### config.mk
export PLATFORM = sky130hd
export DESIGN_NAME = twi_cmd_slave
export DESIGN_NICKNAME = d
export VERILOG_FILES = /design/src/rtl/twi_pkg.sv /design/src/rtl/twi_line_sync.sv /design/src/rtl/twi_ptr.sv /design/src/rtl/twi_cmd_slave.sv
export SDC_FILE = /design/constraint.sdc
export NUM_CORES = 1
export LEC_CHECK = 0
export ABC_CLOCK_PERIOD_IN_PS = 4500
export BUFFER_PORTS_ARGS = -buffer_cell sky130_fd_sc_hd__buf_2
export CAP_MARGIN = 30
export CORE_ASPECT_RATIO = 0.8
export CORE_MARGIN = 1.5
export CORE_UTILIZATION = 35
export CTS_BUF_LIST = sky130_fd_sc_hd__clkbuf_4 sky130_fd_sc_hd__clkbuf_8 sky130_fd_sc_hd__clkbuf_16
export CTS_CLUSTER_SIZE = 28
export DETAILED_ROUTE_END_ITERATION = 10
export GPL_TIMING_DRIVEN = 0
export PLACE_DENSITY_LB_ADDON = 0.15
export REMOVE_ABC_BUFFERS = 1
export SYNTH_ARGS = -nofsm -noshare
export SYNTH_HDL_FRONTEND = slang
export SYNTH_SLANG_ARGS = --single-unit
### constraint.sdc
create_clock -name clk -period 4.5 [get_ports clk]
set_clock_uncertainty 0.05 [all_clocks]
set_input_delay 1.125 -clock clk [delete_from_list [all_inputs] [get_ports clk]]
set_output_delay 1.125 -clock clk [all_outputs]
set_load 0.02 [all_outputs]
### src/rtl/twi_pkg.sv
package twi_pkg;
    localparam int BYTE_W = 8;
    localparam int SEL_W  = 4;
    localparam logic [BYTE_W-SEL_W-2:0] ADDR_PREFIX = 3'b100;

    typedef enum logic [3:0] {
        ST_IDLE,
        ST_ADDR,
        ST_ADDR_ACK,
        ST_CMD,
        ST_CMD_ACK,
        ST_WDATA,
        ST_WDATA_ACK,
        ST_RDATA,
        ST_RACK,
        ST_IGNORE
    } twi_state_e;
endpackage

### src/rtl/twi_line_sync.sv
module twi_line_sync #(
    parameter int STAGES = 2
) (
    input  logic clk,
    input  logic rst_n,
    input  logic scl_i,
    input  logic sda_i,
    output logic sda_o,
    output logic scl_rise_o,
    output logic scl_fall_o,
    output logic start_o,
    output logic stop_o
);
    // [STAGES-1] is the synchronised level, [STAGES] the previous one
    logic [STAGES:0] scl_pipe;
    logic [STAGES:0] sda_pipe;

    always_ff @(posedge clk or negedge rst_n) begin
        if (!rst_n) begin
            scl_pipe <= '1;
            sda_pipe <= '1;
        end else begin
            scl_pipe <= {scl_pipe[STAGES-1:0], scl_i};
            sda_pipe <= {sda_pipe[STAGES-1:0], sda_i};
        end
    end

    logic scl_now, scl_old, sda_now, sda_old;
    assign scl_now = scl_pipe[STAGES-1];
    assign scl_old = scl_pipe[STAGES];
    assign sda_now = sda_pipe[STAGES-1];
    assign sda_old = sda_pipe[STAGES];

    assign sda_o      = sda_now;
    assign scl_rise_o = scl_now & ~scl_old;
    assign scl_fall_o = ~scl_now & scl_old;
    assign start_o    = scl_now & scl_old & sda_old & ~sda_now;
    assign stop_o     = scl_now & scl_old & ~sda_old & sda_now;
endmodule

### src/rtl/twi_ptr.sv
module twi_ptr #(
    parameter int W = 8
) (
    input  logic         clk,
    input  logic         rst_n,
    input  logic         load_i,
    input  logic [W-1:0] load_val_i,
    input  logic         step_i,
    output logic [W-1:0] ptr_o
);
    always_ff @(posedge clk or negedge rst_n) begin
        if (!rst_n)       ptr_o <= '0;
        else if (load_i)  ptr_o <= load_val_i;
        else if (step_i)  ptr_o <= ptr_o + W'(1);
    end
endmodule

### src/rtl/twi_cmd_slave.sv
module twi_cmd_slave
    import twi_pkg::*;
#(
    parameter int SYNC_STAGES = 2
) (
    input  logic              clk,
    input  logic              rst_n,
    input  logic              scl_i,
    input  logic              sda_i,
    input  logic [SEL_W-1:0]  addr_sel_i,
    output logic              sda_drive_o,
    output logic              wr_stb_o,
    output logic [BYTE_W-1:0] wr_addr_o,
    output logic [BYTE_W-1:0] wr_data_o,
    output logic              rd_req_o,
    output logic [BYTE_W-1:0] rd_addr_o,
    input  logic [BYTE_W-1:0] rd_data_i
);
    localparam int CNT_W = $clog2(BYTE_W + 1);
    localparam logic [CNT_W-1:0] CNT_FULL = CNT_W'(BYTE_W);
    localparam logic [CNT_W-1:0] CNT_LAST = CNT_W'(BYTE_W - 1);

    logic sda_s, scl_rise, scl_fall, start_det, stop_det;

    twi_line_sync #(.STAGES(SYNC_STAGES)) u_sync (
        .clk        (clk),
        .rst_n      (rst_n),
        .scl_i      (scl_i),
        .sda_i      (sda_i),
        .sda_o      (sda_s),
        .scl_rise_o (scl_rise),
        .scl_fall_o (scl_fall),
        .start_o    (start_det),
        .stop_o     (stop_det)
    );

    twi_state_e        state_q, state_d;
    logic [CNT_W-1:0]  cnt_q;
    logic [BYTE_W-1:0] shreg_q;
    logic              rw_q;
    logic              mack_q;
    logic [BYTE_W-1:0] ptr_q;

    logic byte_done, addr_hit, ptr_load, ptr_step, rd_load;

    assign byte_done = scl_fall && (cnt_q == CNT_FULL);
    assign addr_hit  = (shreg_q[BYTE_W-1:1] == {ADDR_PREFIX, addr_sel_i});
    assign ptr_load  = (state_q == ST_CMD) && byte_done;
    assign ptr_step  = ((state_q == ST_WDATA) && byte_done) ||
                       ((state_q == ST_RDATA) && scl_fall && (cnt_q == CNT_LAST));
    assign rd_load   = ((state_q == ST_ADDR_ACK) && scl_fall && rw_q) ||
                       ((state_q == ST_RACK) && scl_fall && mack_q);

    twi_ptr #(.W(BYTE_W)) u_ptr (
        .clk        (clk),
        .rst_n      (rst_n),
        .load_i     (ptr_load),
        .load_val_i (shreg_q),
        .step_i     (ptr_step),
        .ptr_o      (ptr_q)
    );

    // State register and bit datapath
    always_ff @(posedge clk or negedge rst_n) begin
        if (!rst_n) begin
            state_q <= ST_IDLE;
            cnt_q   <= '0;
            shreg_q <= '0;
            rw_q    <= 1'b0;
            mack_q  <= 1'b0;
        end else begin
            state_q <= state_d;
            if (start_det) begin
                cnt_q <= '0;
            end else begin
                case (state_q)
                    ST_ADDR, ST_CMD, ST_WDATA: begin
                        if (scl_rise && cnt_q != CNT_FULL) begin
                            shreg_q <= {shreg_q[BYTE_W-2:0], sda_s};
                            cnt_q   <= cnt_q + CNT_W'(1);
                        end
                        if (state_q == ST_ADDR && byte_done)
                            rw_q <= shreg_q[0];
                    end
                    ST_ADDR_ACK, ST_CMD_ACK, ST_WDATA_ACK: begin
                        cnt_q <= '0;
                        if (rd_load) shreg_q <= rd_data_i;
                    end
                    ST_RDATA: begin
                        if (scl_fall) begin
                            shreg_q <= {shreg_q[BYTE_W-2:0], 1'b1};
                            cnt_q   <= cnt_q + CNT_W'(1);
                        end
                    end
                    ST_RACK: begin
                        cnt_q <= '0;
                        if (scl_rise) mack_q <= ~sda_s;
                        if (rd_load)  shreg_q <= rd_data_i;
                    end
                    default: ;
                endcase
            end
        end
    end

    // Next-state logic
    always_comb begin
        state_d = state_q;
        if (stop_det) begin
            state_d = ST_IDLE;
        end else if (start_det) begin
            state_d = ST_ADDR;
        end else begin
            unique case (state_q)
                ST_IDLE, ST_IGNORE: ;
                ST_ADDR:      if (byte_done) state_d = addr_hit ? ST_ADDR_ACK : ST_IGNORE;
                ST_ADDR_ACK:  if (scl_fall)  state_d = rw_q ? ST_RDATA : ST_CMD;
                ST_CMD:       if (byte_done) state_d = ST_CMD_ACK;
                ST_CMD_ACK:   if (scl_fall)  state_d = ST_WDATA;
                ST_WDATA:     if (byte_done) state_d = ST_WDATA_ACK;
                ST_WDATA_ACK: if (scl_fall)  state_d = ST_WDATA;
                ST_RDATA:     if (scl_fall && cnt_q == CNT_LAST) state_d = ST_RACK;
                ST_RACK:      if (scl_fall)  state_d = mack_q ? ST_RDATA : ST_IGNORE;
                default:      state_d = ST_IDLE;
            endcase
        end
    end

    // Outputs
    always_comb begin
        sda_drive_o = (state_q == ST_ADDR_ACK) || (state_q == ST_CMD_ACK) ||
                      (state_q == ST_WDATA_ACK) ||
                      ((state_q == ST_RDATA) && !shreg_q[BYTE_W-1]);
        wr_stb_o    = (state_q == ST_WDATA) && byte_done;
        wr_addr_o   = ptr_q;
        wr_data_o   = shreg_q;
        rd_req_o    = rd_load;
        rd_addr_o   = ptr_q;
    end
endmodule

== Word-level counts from Yosys, hierarchy flattened ==
Cells that the tools add are included.
Storage, ports and cells
  register bits after elaboration: 32
  input port bits: 16
  output and inout port bits: 27
  word-level logic and storage cells: 103
Operators by class
  $add $sub $neg: 2
  equal/unequal tests: 26
  multiplexer cells: 23
  bitwise gates (word level): 12
  reductions and logical operators: 32
Operators with widths (number)
  4-bit two-way mux: 14
  8-bit two-way mux: 5
  4-bit case mux with 8 select lines: 1
  4-bit inequality test, second input constant: 7
  8-bit case mux with 3 select lines: 1
  4-bit by 3-bit == test with 1-bit output, second input constant: 5
  1-bit logical AND: 13
  4-bit == test, second input constant: 3
  4-bit case mux with 3 select lines: 1
  3-bit inequality test, second input constant: 3
  3-bit AND reduction: 3
  8-bit by 1-bit adder with 8-bit output, second input constant: 1
  4-bit by 2-bit == test with 1-bit output, second input constant: 2
  8-bit AND reduction: 1
  1-bit AND: 7
  7-bit == test: 1
  1-bit logical OR: 5
  1-bit inverter: 5
  5-bit AND reduction: 1
  4-bit by 1-bit adder with 4-bit output, second input constant: 1
  4-bit by 1-bit == test with 1-bit output, second input constant: 1
  4-bit zero test: 1
  2-bit inequality test, second input constant: 2
  4-bit by 1-bit inequality test with 1-bit output, second input constant: 1
  other kinds (9): 10

== Logic depth before layout (Yosys ltp) ==
Gate-level depths: netlist of the first run.
  word-level depth: 7
  mapped depth: 7
  mapped depth without buffers: 7

== Modules after synthesis ==
Synthesis of the first run repeated with hierarchy kept, for this count alone.
Unflattened totals
  cell total of the unflattened synthesis: 225
  area total of the unflattened synthesis: 2098.3 µm²
Modules (own cells, without submodules)
  twi_cmd_slave: times used 1, cells an instance 166, area an instance 1457.6 µm²
  twi_ptr: times used 1, cells an instance 49, area an instance 450.4 µm²
  twi_line_sync: times used 1, cells an instance 10, area an instance 190.2 µm²

== Least setup slack after synthesis of the first run ==
Ideal clock, no wire load.
  path type: reg-to-output
  from: register cnt_q[0]
  to: output wr_stb_o
  arrival time: 1.499 ns
  required time: 3.325 ns
  path slack: 1.826 ns
  cell stages (with the launch flop): 5
  buffers on the path: 0
  cell sequence: dfrtp_1 -> inv_1 -> ha_1 -> nand3b_1 -> nor4_1
On the way
  word-level cells in the longest chain between the ends: 3
Ends and longest elaborated chain
  start, declared: RTL line twi_cmd_slave.sv:38  | logic [CNT_W-1:0] cnt_q;
  start signal, assigned: RTL line twi_cmd_slave.sv:80  | cnt_q <= cnt_q + CNT_W'(1);
  start signal, assigned: RTL line twi_cmd_slave.sv:92  | cnt_q <= cnt_q + CNT_W'(1);
  4-bit == test: RTL line twi_cmd_slave.sv:46  | assign byte_done = scl_fall && (cnt_q == CNT_FULL);
  1-bit logical AND: RTL line twi_cmd_slave.sv:46
  1-bit logical AND: RTL line twi_cmd_slave.sv:134  | wr_stb_o = (state_q == ST_WDATA) && byte_done;
  end, declared: RTL line twi_cmd_slave.sv:12  | output logic wr_stb_o,
No other way between the ends.

== Worst setup path in the final report of the first run ==
  from: register state_q[0]
  to: output wr_stb_o
On the way
  word-level cells in the longest chain between the ends: 2
Ends and longest elaborated chain
  start, declared: RTL line twi_cmd_slave.sv:37  | twi_state_e state_q, state_d;
  start signal, assigned: RTL line twi_cmd_slave.sv:72  | state_q <= state_d;
  4-bit by 3-bit == test with 1-bit output: RTL line twi_cmd_slave.sv:134
  1-bit logical AND: RTL line twi_cmd_slave.sv:134
No other way between the ends.

==> results.md, run 1 <==
- Clock root cell: clkbuf_8
- Fill cells: 559
- Die ar.: 0.00623 mm²
- Inserted Clock Buffers: 5
- Iter 0 DRT Violations: 55
- FP Rows: 24
- Nets@finish: 250
- Critical path class: reg2out
- Setup WS pre-CTS: 1710 ps
- Worst R2R End: u_ptr.ptr_o[7]
- Clock transition at path regs: 60 ps
- Slew Limit Fails: 0
- R2R setup slack: 2030 ps
- Remaining Overflow, GRT: 0
- GP Congestion: 0.833
- Hpwl dp: 3340 µm
- CTS sink count: 32
- Pwr/cell area: 544 mW/mm²
- Reg2reg start: cnt_q[0]
- Initial Util: 36.7%
- Skew-Pair Late Insertion Delay: 280 ps
- Final Power: 1250 µW
- Initial antenna violation count: 0
- FF-to-FF path depth: 7
- Switching power: 497 µW
- Routed length per instance: 14.8 µm
- DRC: 0
- WHS Path Cells: 0
- Syn. warnings: 0
- Sequential power share: 37.3%
- Routed via count: 1,596
- Synth top area cells: dfrtp_1 32%, dfstp_2 7.8%, nand2_1 4.6%
- Hold buffers post-CTS: 0
- Io pins: 43
- Max FO, Critical Path: 10
- CP Capture Type: output port
- Leak Pwr: 0.00107 µW
- Worst-margin pin slew: 863 ps
- Clk network pwr share: 20.1%
- Worst setup SP type: flip-flop
- Drt pass-1 iters: 4
- Worst Hold Path EP: u_sync.scl_pipe[1]
- Yosys reg bits: 32
- First-pass GRT wire length: 7650 µm
- Sequential share of the synthesized area: 40.0%
- Minimum clock period: 3000 ps
- Synth area leader: dfrtp_1
- Relative slew slack: 41.9%
- Ys flop type: dfrtp_1
- Syn avg cell area: 10.2 µm²
- Hold crit path type: reg2reg
- Port buffer count: 42
- Hold Crit Start: u_sync.scl_pipe[0]
- Final hold violations: 0
- Die width: 87.9 µm
- H-tree depth: 2
- Final wirelength: 4600 µm
- Vias per Instance: 5.15
- Largest net degree at the start of global routing: 33
- Cell Area, Synth: 0.00202 mm²
- Remaining antenna violation count: 0
- Mapped Cells: 197
- Final Core Density: 41.9%
- TritonCTS clock tree: done
- Ys async rst share: 100%
- Total GRT Usage: 16.2%
- Final setup viols: 0
- Die Y: 70.9 µm
- Status: completed
- Commonest cells after routing, fill and taps aside: 42 x buf_2, 26 x dfrtp_1, 25 x nand2_1, 12 x nor2_1, 10 x o21ai_0
- Setup_tns: 0 ps
- Combinational share of power: 42.6%
- Unique masters post-synth: 59
- Post-CTS setup buffer count: 0
- CORE AREA: 0.00550 mm²
- Fmax: 0.333 GHz
- Post-synth top area share: 32.2%
- Antenna cells: 0
- Post-cts resize count: 0
- Internal power: 757 µW
- Switching Share: 39.7%
- Final WS setup: 1500 ps
- Maxcap violations: 0
- Share of post-route cells with drive strength above 1: 34.5%
- RSZ-0062 raised after global routing: false
- Final Cycle Share: 66.6%
- CTS Buffer Depth: 2
- Commonest non-fill, non-tap cell in the layout: buf_2
- Area Growth Syn to Fin: 14.2%
- VDD IR-drop max: 0.278 mV
- Number of global-route vias before repair: 1,488
- Post-synth EDFFs: 0
- Worst path required time: 3320 ps
- CP arrival: 1820 ps
power by group through the flow:
stage	clock network (µW)	logic, µW	registers [µW]
floorplan	0	379	479
global placement	0	534	477
detailed placement	0	537	477
CTS	262	540	472
global route	280	588	487
finish	252	534	468
how the worst max path moves through the flow:
stage,end,startpoint,slack [ps],cells after the start
5_1_grt,wr_stb_o,state_q[0],1240,4
3_5_place_dp,state_q[3],addr_sel_i[3],1710,6
6_report,wr_stb_o,state_q[0],1500,4
2_1_floorplan,wr_stb_o,state_q[0],1770,3
3_3_place_gp,state_q[3],addr_sel_i[3],1720,6
4_1_cts,wr_stb_o,state_q[0],1500,4
layout make-up:
type	instances	area, µm²	share of cell area (%)
inverters	4	15.0	0.651
clock buffers	8	104	4.51
well taps	78	97.6	4.23
flip-flops and latches	32	808	35.1
repair buffers	42	210	9.12
multi-input cells	146	1070	46.4
state kept, by name, indices dropped and copies added, names as in the netlist:
name and count:
rw_q 1, mack_q 1, wr_data_o 8, state_q 4, cnt_q 4, u_sync.sda_pipe 3
u_ptr.ptr_o 8, u_sync.scl_pipe 3
kinds of logic after synthesis:
group	share of synthesized area, %
adder cells (fa/ha/maj)	1.86
AO/OA/AOI/OAI	14.2
multiplexers	12.4
buffers and inverters	6.94
AND/OR/NAND/NOR	20.6
XOR/XNOR	3.91
flip-flops	40.0
synth_stat cells (2+ instances only):
cell type / n
dfrtp_1: 26
nand2_1: 25
nor2_1: 12
o21ai_0: 10
a21oi_1: 8
buf_4: 8
mux2_2: 8
xor2_1: 7
dfstp_2: 6
mux2_1: 6
buf_6: 5
nand4_1: 5
inv_1: 4
mux2_4: 4
nand3_1: 4
a21o_1: 3
ha_1: 3
nor2b_1: 3
nor3_1: 3
nor4_1: 3
a221o_1: 2
a31oi_1: 2
and2b_1: 2
nand3b_1: 2
xnor2_1: 2
metrics by stage:
step / cell area (µm²) / std cells / hold WS, ps
floorplan: 1890 / 182 / 295
global placement: 2200 / 302 / 296
detailed placement: 2200 / 302 / 297
CTS: 2300 / 310 / 301
global route: 2300 / 310 / 303
finish: 2300 / 310 / 302
layer usage:
layer	global-route usage [%]	part of all wire (%)	routed length (µm)
met4	4.23	0.37	17
met1	24.0	52	2370
met3	5.13	4.8	219
met2	22.6	43	1990
met5	0	0	0
worst max-delay path, cell delays in order, from the launching register on:
cell	delay, ps
dfrtp_1	530
nor2b_1	510
nand2_1	130
nor4_1	170
buf_2	200
(Power assumes the default switching activity.)
==> inputs of run 2 (changes only) <==
--- a/config.mk
+++ b/config.mk
@@ -5,7 +5,8 @@
 export SDC_FILE = /design/constraint.sdc
 export NUM_CORES = 1
 export LEC_CHECK = 0
-export ABC_CLOCK_PERIOD_IN_PS = 4500
+export ABC_AREA = 1
+export ABC_CLOCK_PERIOD_IN_PS = 2850
 export BUFFER_PORTS_ARGS = -buffer_cell sky130_fd_sc_hd__buf_2
 export CAP_MARGIN = 30
 export CORE_ASPECT_RATIO = 0.8
==> constraint.sdc (replaced) <==
create_clock -name clk -period 2.85 [get_ports clk]
set_clock_uncertainty 0.05 [all_clocks]
set_input_delay 0.7125 -clock clk [delete_from_list [all_inputs] [get_ports clk]]
set_output_delay 0.7125 -clock clk [all_outputs]
set_load 0.02 [all_outputs]
==> results.md, run 2 <==
- Post-synth top area share: 32.4%
- Setup WS pre-CTS: 764 ps
- Routed via count: 1,855
- Worst setup path endpoint: wr_stb_o
- Fmax: 0.418 GHz
- Final Cycle Share: 84.0%
- Share of post-route cells with drive strength above 1: 21.6%
- Number of global-route vias before repair: 1,752
- Commonest non-fill, non-tap cell in the layout: nand2_1
- Most numerous cell in the Yosys netlist: nand2_1
- Syn avg cell area: 7.20 µm²
- Setup_tns: 0 ps
- CTS Buffer Depth: 2
- Synth top area cells: dfrtp_1 32%, nand2_1 19%, dfstp_2 7.9%
- Hold buffers post-CTS: 0
- Critical path class: reg2out
- R2R setup slack: 1110 ps
- Setup crit start: cnt_q[0]
- Drt pass-1 iters: 6
- Remaining Overflow, GRT: 0
- Ys async rst share: 100%
- Hold crit path type: reg2reg
- Slew Limit Fails: 0
- Nets@finish: 338
- Synth area leader: dfrtp_1
- Vias per Instance: 4.66
- CP Capture Type: output port
- Area Growth Syn to Fin: 18.3%
- Compound-Gate Fraction of Synth Area: 8.16%
- Worst setup SP type: flip-flop
- Post-cts resize count: 0
- Final wirelength: 4880 µm
- Iter 0 DRT Violations: 115
- Worst R2R End: state_q[0]
- Synth Area in XOR/XNOR: 3.93%
- RSZ-0062 raised after global routing: false
- Relative slew slack: 49.9%
- Die Y: 70.8 µm
- FF-to-FF path depth: 8
- Post-synth EDFFs: 0
- Final hold violations: 0
- VDD IR-drop max: 0.373 mV
- First-pass GRT wire length: 8340 µm
- Reg2reg start: state_q[2]
- Mapped Cells: 279
- Worst path required time: 2090 ps
- TritonCTS clock tree: done
- Hpwl dp: 3720 µm
- Io pins: 43
- Port buffer count: 42
- Sequential share of the synthesized area: 40.2%
- CTS sink count: 32
- Post-CTS setup buffer count: 0
- Syn. warnings: 0
- Die ar.: 0.00620 mm²
- Initial Util: 36.5%
- DRC: 0
- CORE AREA: 0.00550 mm²
- Cell Area, Synth: 0.00201 mm²
- FP Rows: 24
- CP arrival: 1630 ps
- Inserted Clock Buffers: 5
- Status: completed
- Ys flop type: dfrtp_1
- Unique masters post-synth: 28
- Most instantiated cells after synthesis: 102 x nand2_1, 32 x inv_1, 26 x dfrtp_1
- Fill cells: 575
- Post-synthesis share of cell area spent on full adders, half adders and majority gates: 1.87%
- Initial antenna violation count: 0
- Minimum clock period: 2390 ps
- Yosys reg bits: 32
- Combinational family with the most area after synthesis: simple AND/OR/NAND/NOR gates
- Total GRT Usage: 17.3%
- Antenna cells: 0
- Worst-margin pin slew: 752 ps
- GP Congestion: 0.864
- Remaining antenna violation count: 0
- Clock transition at path regs: 70 ps
- H-tree depth: 2
- Commonest cells after routing, fill and taps aside: 102 x nand2_1, 42 x buf_2, 32 x inv_1, 26 x dfrtp_1, 23 x nor2_1
- Final setup viols: 0
- Pwr/cell area: 835 mW/mm²
- Largest net degree at the start of global routing: 33
- Die width: 87.7 µm
- Leak Pwr: 0.00129 µW
- Max FO, Critical Path: 4
- Synth Area in Simple Gates: 35.9%
- Skew-Pair Late Insertion Delay: 280 ps
- Maxcap violations: 0
- Clock root cell: clkbuf_8
- Final WS setup: 456 ps
- Post-synthesis mux area share: 0%
- Routed length per instance: 12.3 µm
[run 2: changes by cell type after synthesis, moves of 6 or more]
cell	change
nand2_1	+77
inv_1	+28
nand3_1	+18
nor2_1	+11
mux2_2	-8
mux2_1	-6
[run 2: cell families after synthesis]
kind of cell    count (synthesis)
buf+inv                        44
simple gates                  164
compound gates                 27
flops                          32
fa+ha+maj                       3
xor+xnor                        9
[run 2: cell type report]
| class | instances | area [µm²] | share of cell area (%) |
|---|---|---|---|
| repair buffers | 42 | 210 | 8.85 |
| clock buffers | 7 | 96.3 | 4.06 |
| multi-input cells | 203 | 1000 | 42.1 |
| clock inverters | 1 | 30.0 | 1.26 |
| well taps | 78 | 97.6 | 4.11 |
| flip-flops and latches | 32 | 808 | 34.0 |
| inverters | 35 | 131 | 5.53 |
[run 2: worst max-delay path: stages, from the launching register on]
cell     delay (ps)
dfrtp_1         390
inv_1           100
ha_1            180
nand3_1         120
nor2_2          200
nand2_1         120
inv_1            80
buf_2           160
[run 2: worst min-delay path by stage]
stage | start | to | slack, ps | cells past startpoint
5_1_grt | u_sync.sda_pipe[0] | u_sync.sda_pipe[1] | 310 | 0
3_3_place_gp | u_sync.scl_pipe[0] | u_sync.scl_pipe[1] | 300 | 0
2_1_floorplan | u_sync.scl_pipe[0] | u_sync.scl_pipe[1] | 300 | 0
3_5_place_dp | u_sync.sda_pipe[0] | u_sync.sda_pipe[1] | 300 | 0
6_report | u_sync.sda_pipe[0] | u_sync.sda_pipe[1] | 310 | 0
4_1_cts | u_sync.sda_pipe[0] | u_sync.sda_pipe[1] | 310 | 0
[run 2: per-stage QoR]
step | std cells | utilization, % | hold slack [ps] | cell area (µm²) | power, µW
after floorplan | 270 | - | 295 | 1940 | 1260
after global placement | 390 | 40.9 | 296 | 2250 | 1510
after detailed placement | 390 | 40.9 | 297 | 2250 | 1510
after CTS | 398 | 43.2 | 308 | 2370 | 2000
after global routing | 398 | 43.2 | 311 | 2370 | 2160
final | 398 | 43.2 | 306 | 2370 | 1980
[run 2: power by group]
| part | switching, µW | internal, µW |
|---|---|---|
| registers | 112 | 553 |
| clock network | 173 | 309 |
| logic | 568 | 268 |
[run 2: metal layers]
metal,GRT usage [%],wire length (µm)
met1,25.6,2550
met4,4.76,44
met2,26.0,2060
met5,0,0
met3,3.27,218
==> inputs of run 3 (changes only) <==
--- a/config.mk
+++ b/config.mk
@@ -5,8 +5,8 @@
 export SDC_FILE = /design/constraint.sdc
 export NUM_CORES = 1
 export LEC_CHECK = 0
-export ABC_AREA = 1
-export ABC_CLOCK_PERIOD_IN_PS = 2850
+export ABC_AREA = 0
+export ABC_CLOCK_PERIOD_IN_PS = 1900
 export BUFFER_PORTS_ARGS = -buffer_cell sky130_fd_sc_hd__buf_2
 export CAP_MARGIN = 30
 export CORE_ASPECT_RATIO = 0.8
==> constraint.sdc (replaced) <==
create_clock -name clk -period 1.9 [get_ports clk]
set_clock_uncertainty 0.05 [all_clocks]
set_input_delay 0.475 -clock clk [delete_from_list [all_inputs] [get_ports clk]]
set_output_delay 0.475 -clock clk [all_outputs]
set_load 0.02 [all_outputs]
==> results.md, run 3 (synthesized netlist as in run 1, its figures left out) <==
- GR Layer Usage met3: 5.13%
- Worst path required time: 1370 ps
- Die ar.: 0.00623 mm²
- TritonCTS clock tree: done
- Inserted Clock Buffers: 5
- RSZ-0062 raised after global routing: true
- FP Rows: 24
- Antenna cells: 0
- Area Growth Syn to Fin: 38.6%
- Hpwl dp: 3340 µm
- Final hold violations: 0
- Area after DPL: 0.00220 mm²
- Cell Count, Final, Fillers Out: 348
- Worst setup SP type: flip-flop
- Relative slew slack: 50.0%
- Leak Pwr: 0.00134 µW
- Total GRT Usage: 18.4%
- H-tree depth: 2
- Final Core Density: 50.9%
- Clock root cell: clkbuf_8
- Hold buffers post-CTS: 0
- GP Congestion: 0.833
- Commonest non-fill, non-tap cell in the layout: buf_2
- Skew-Pair Late Insertion Delay: 280 ps
- Max FO, Critical Path: 8
- Family with the most delay on the worst path: flip-flops
- Worst-margin pin slew: 750 ps
- Routed via count: 1,788
- Initial Util: 36.7%
- Fmax: 0.512 GHz
- Remaining Overflow, GRT: 0
- CORE AREA: 0.00550 mm²
- GRT Max-Usage Layer: met2
- Final Cycle Share: 103%
- CTS Buffer Depth: 2
- Hold crit path type: in2async
- Violated checks: negative setup slack
- Final wirelength: 5490 µm
- Minimum clock period: 1950 ps
- DRC: 0
- Routed length per instance: 15.8 µm
- Setup_tns: -236 ps
- Port buffer count: 42
- Die Y: 70.9 µm
- Drt pass-1 iters: 4
- VDD IR-drop max: 0.704 mV
- Share of post-route cells with drive strength above 1: 53.7%
- Dpl cells: 302
- Initial antenna violation count: 0
- Critical path class: reg2out
- Crit-path max cell delay: 470 ps
- Io pins: 43
- CP arrival: 1430 ps
- Fin area: 0.00280 mm²
- CP Capture Type: output port
- Status: complete, but fails checks
- Maxcap violations: 0
- Worst path slowest cell: dfrtp_2
- CTS sink count: 32
- Vias per Instance: 5.14
- Met1 Track Usage GR: 25.6%
- Final setup viols: 13
- Final WS setup: -53.7 ps
- First-pass GRT wire length: 8630 µm
- Commonest cells after routing, fill and taps aside: 41 x buf_2, 32 x buf_4, 24 x nand2_1, 22 x dfrtp_1, 16 x mux2_4
- Largest net degree at the start of global routing: 33
- WP buf/inv: 1
- Grt met2 use: 28.2%
- Remaining antenna violation count: 0
- Clock transition at path regs: 70 ps
- Slew Limit Fails: 0
- Nets@finish: 288
- Pwr/cell area: 1370 mW/mm²
- Number of global-route vias before repair: 1,690
- Iter 0 DRT Violations: 53
- Critical path, cell by cell: and3b_2, o21ai_2, nor2_1, buf_2
- Setup WS pre-CTS: -517 ps
- Die width: 87.9 µm
[run 3: cell count changes in the layout (fill, tap and decap cells not counted), sizes merged, moves of 15 or more]
| cell | delta |
|---|---|
| inv | -30 |
| nand2 | -79 |
| mux2 | +18 |
| buf | +37 |
| nand3 | -21 |
| nor2 | -15 |
[run 3: report_power, final]
part	total, µW	switching, µW	leakage (µW)	internal, µW
clock network	596	251	0.0000549	345
registers	1080	243	0.000402	842
logic	2150	945	0.000881	1210
total	3840	1440	0.00134	2400
[run 3: cell type report]
cell class	instances	area (µm²)
fill	517	2700
multi-input combinational	146	1220
sequential	32	813
timing repair buffer	80	551
clock buffer	8	104
tap	78	97.6
inverter	4	15.0
[run 3: timing repair]
action	4_1_cts	5_1_grt
buffers inserted	28	9
gates resized for setup	14	39
cloned	0	1
endpoints found under the setup margin	27	24
pin swaps	7	9
[run 3: worst reg2reg max path: cells and delay by family (launching register included)]
| kind | cells | cell delay (ps) |
|---|---|---|
| compound gates | 3 | 550 |
| fa+ha+maj | 1 | 140 |
| buf+inv | 3 | 410 |
| flops | 1 | 390 |
| mux | 1 | 130 |
| simple gates | 1 | 150 |
[run 3: final timing paths]
kind / startpoint / end / slack (ps) / cells past startpoint
setup / recovery: state_q[3] / rd_req_o / -50 / 4
hold / removal: rst_n / u_ptr.ptr_o[4] / 210 / 1
setup reg to reg: cnt_q[0] / state_q[0] / -50 / 9
hold reg to reg: u_sync.scl_pipe[0] / u_sync.scl_pipe[1] / 300 / 0
max in group asynchronous: rst_n / state_q[1] / 1070 / 1
min in group clk: scl_i / u_sync.scl_pipe[0] / 240 / 1
[run 3: metrics by stage]
| step | hold slack (ps) | power, µW |
|---|---|---|
| 4_1_cts | 227 | 3440 |
| 3_5_place_dp | 297 | 2400 |
| 2_1_floorplan | 129 | 2030 |
| 6_report | 205 | 3840 |
| 3_3_place_gp | 296 | 2390 |
| 5_1_grt | 218 | 4090 |
[run 3: routing by layer]
layer / share of wire (%) / vias up
li1: - / 855
met1: 47 / 869
met2: 47 / 56
met3: 4.9 / 8
met4: 1.3 / 0
met5: 0 / -
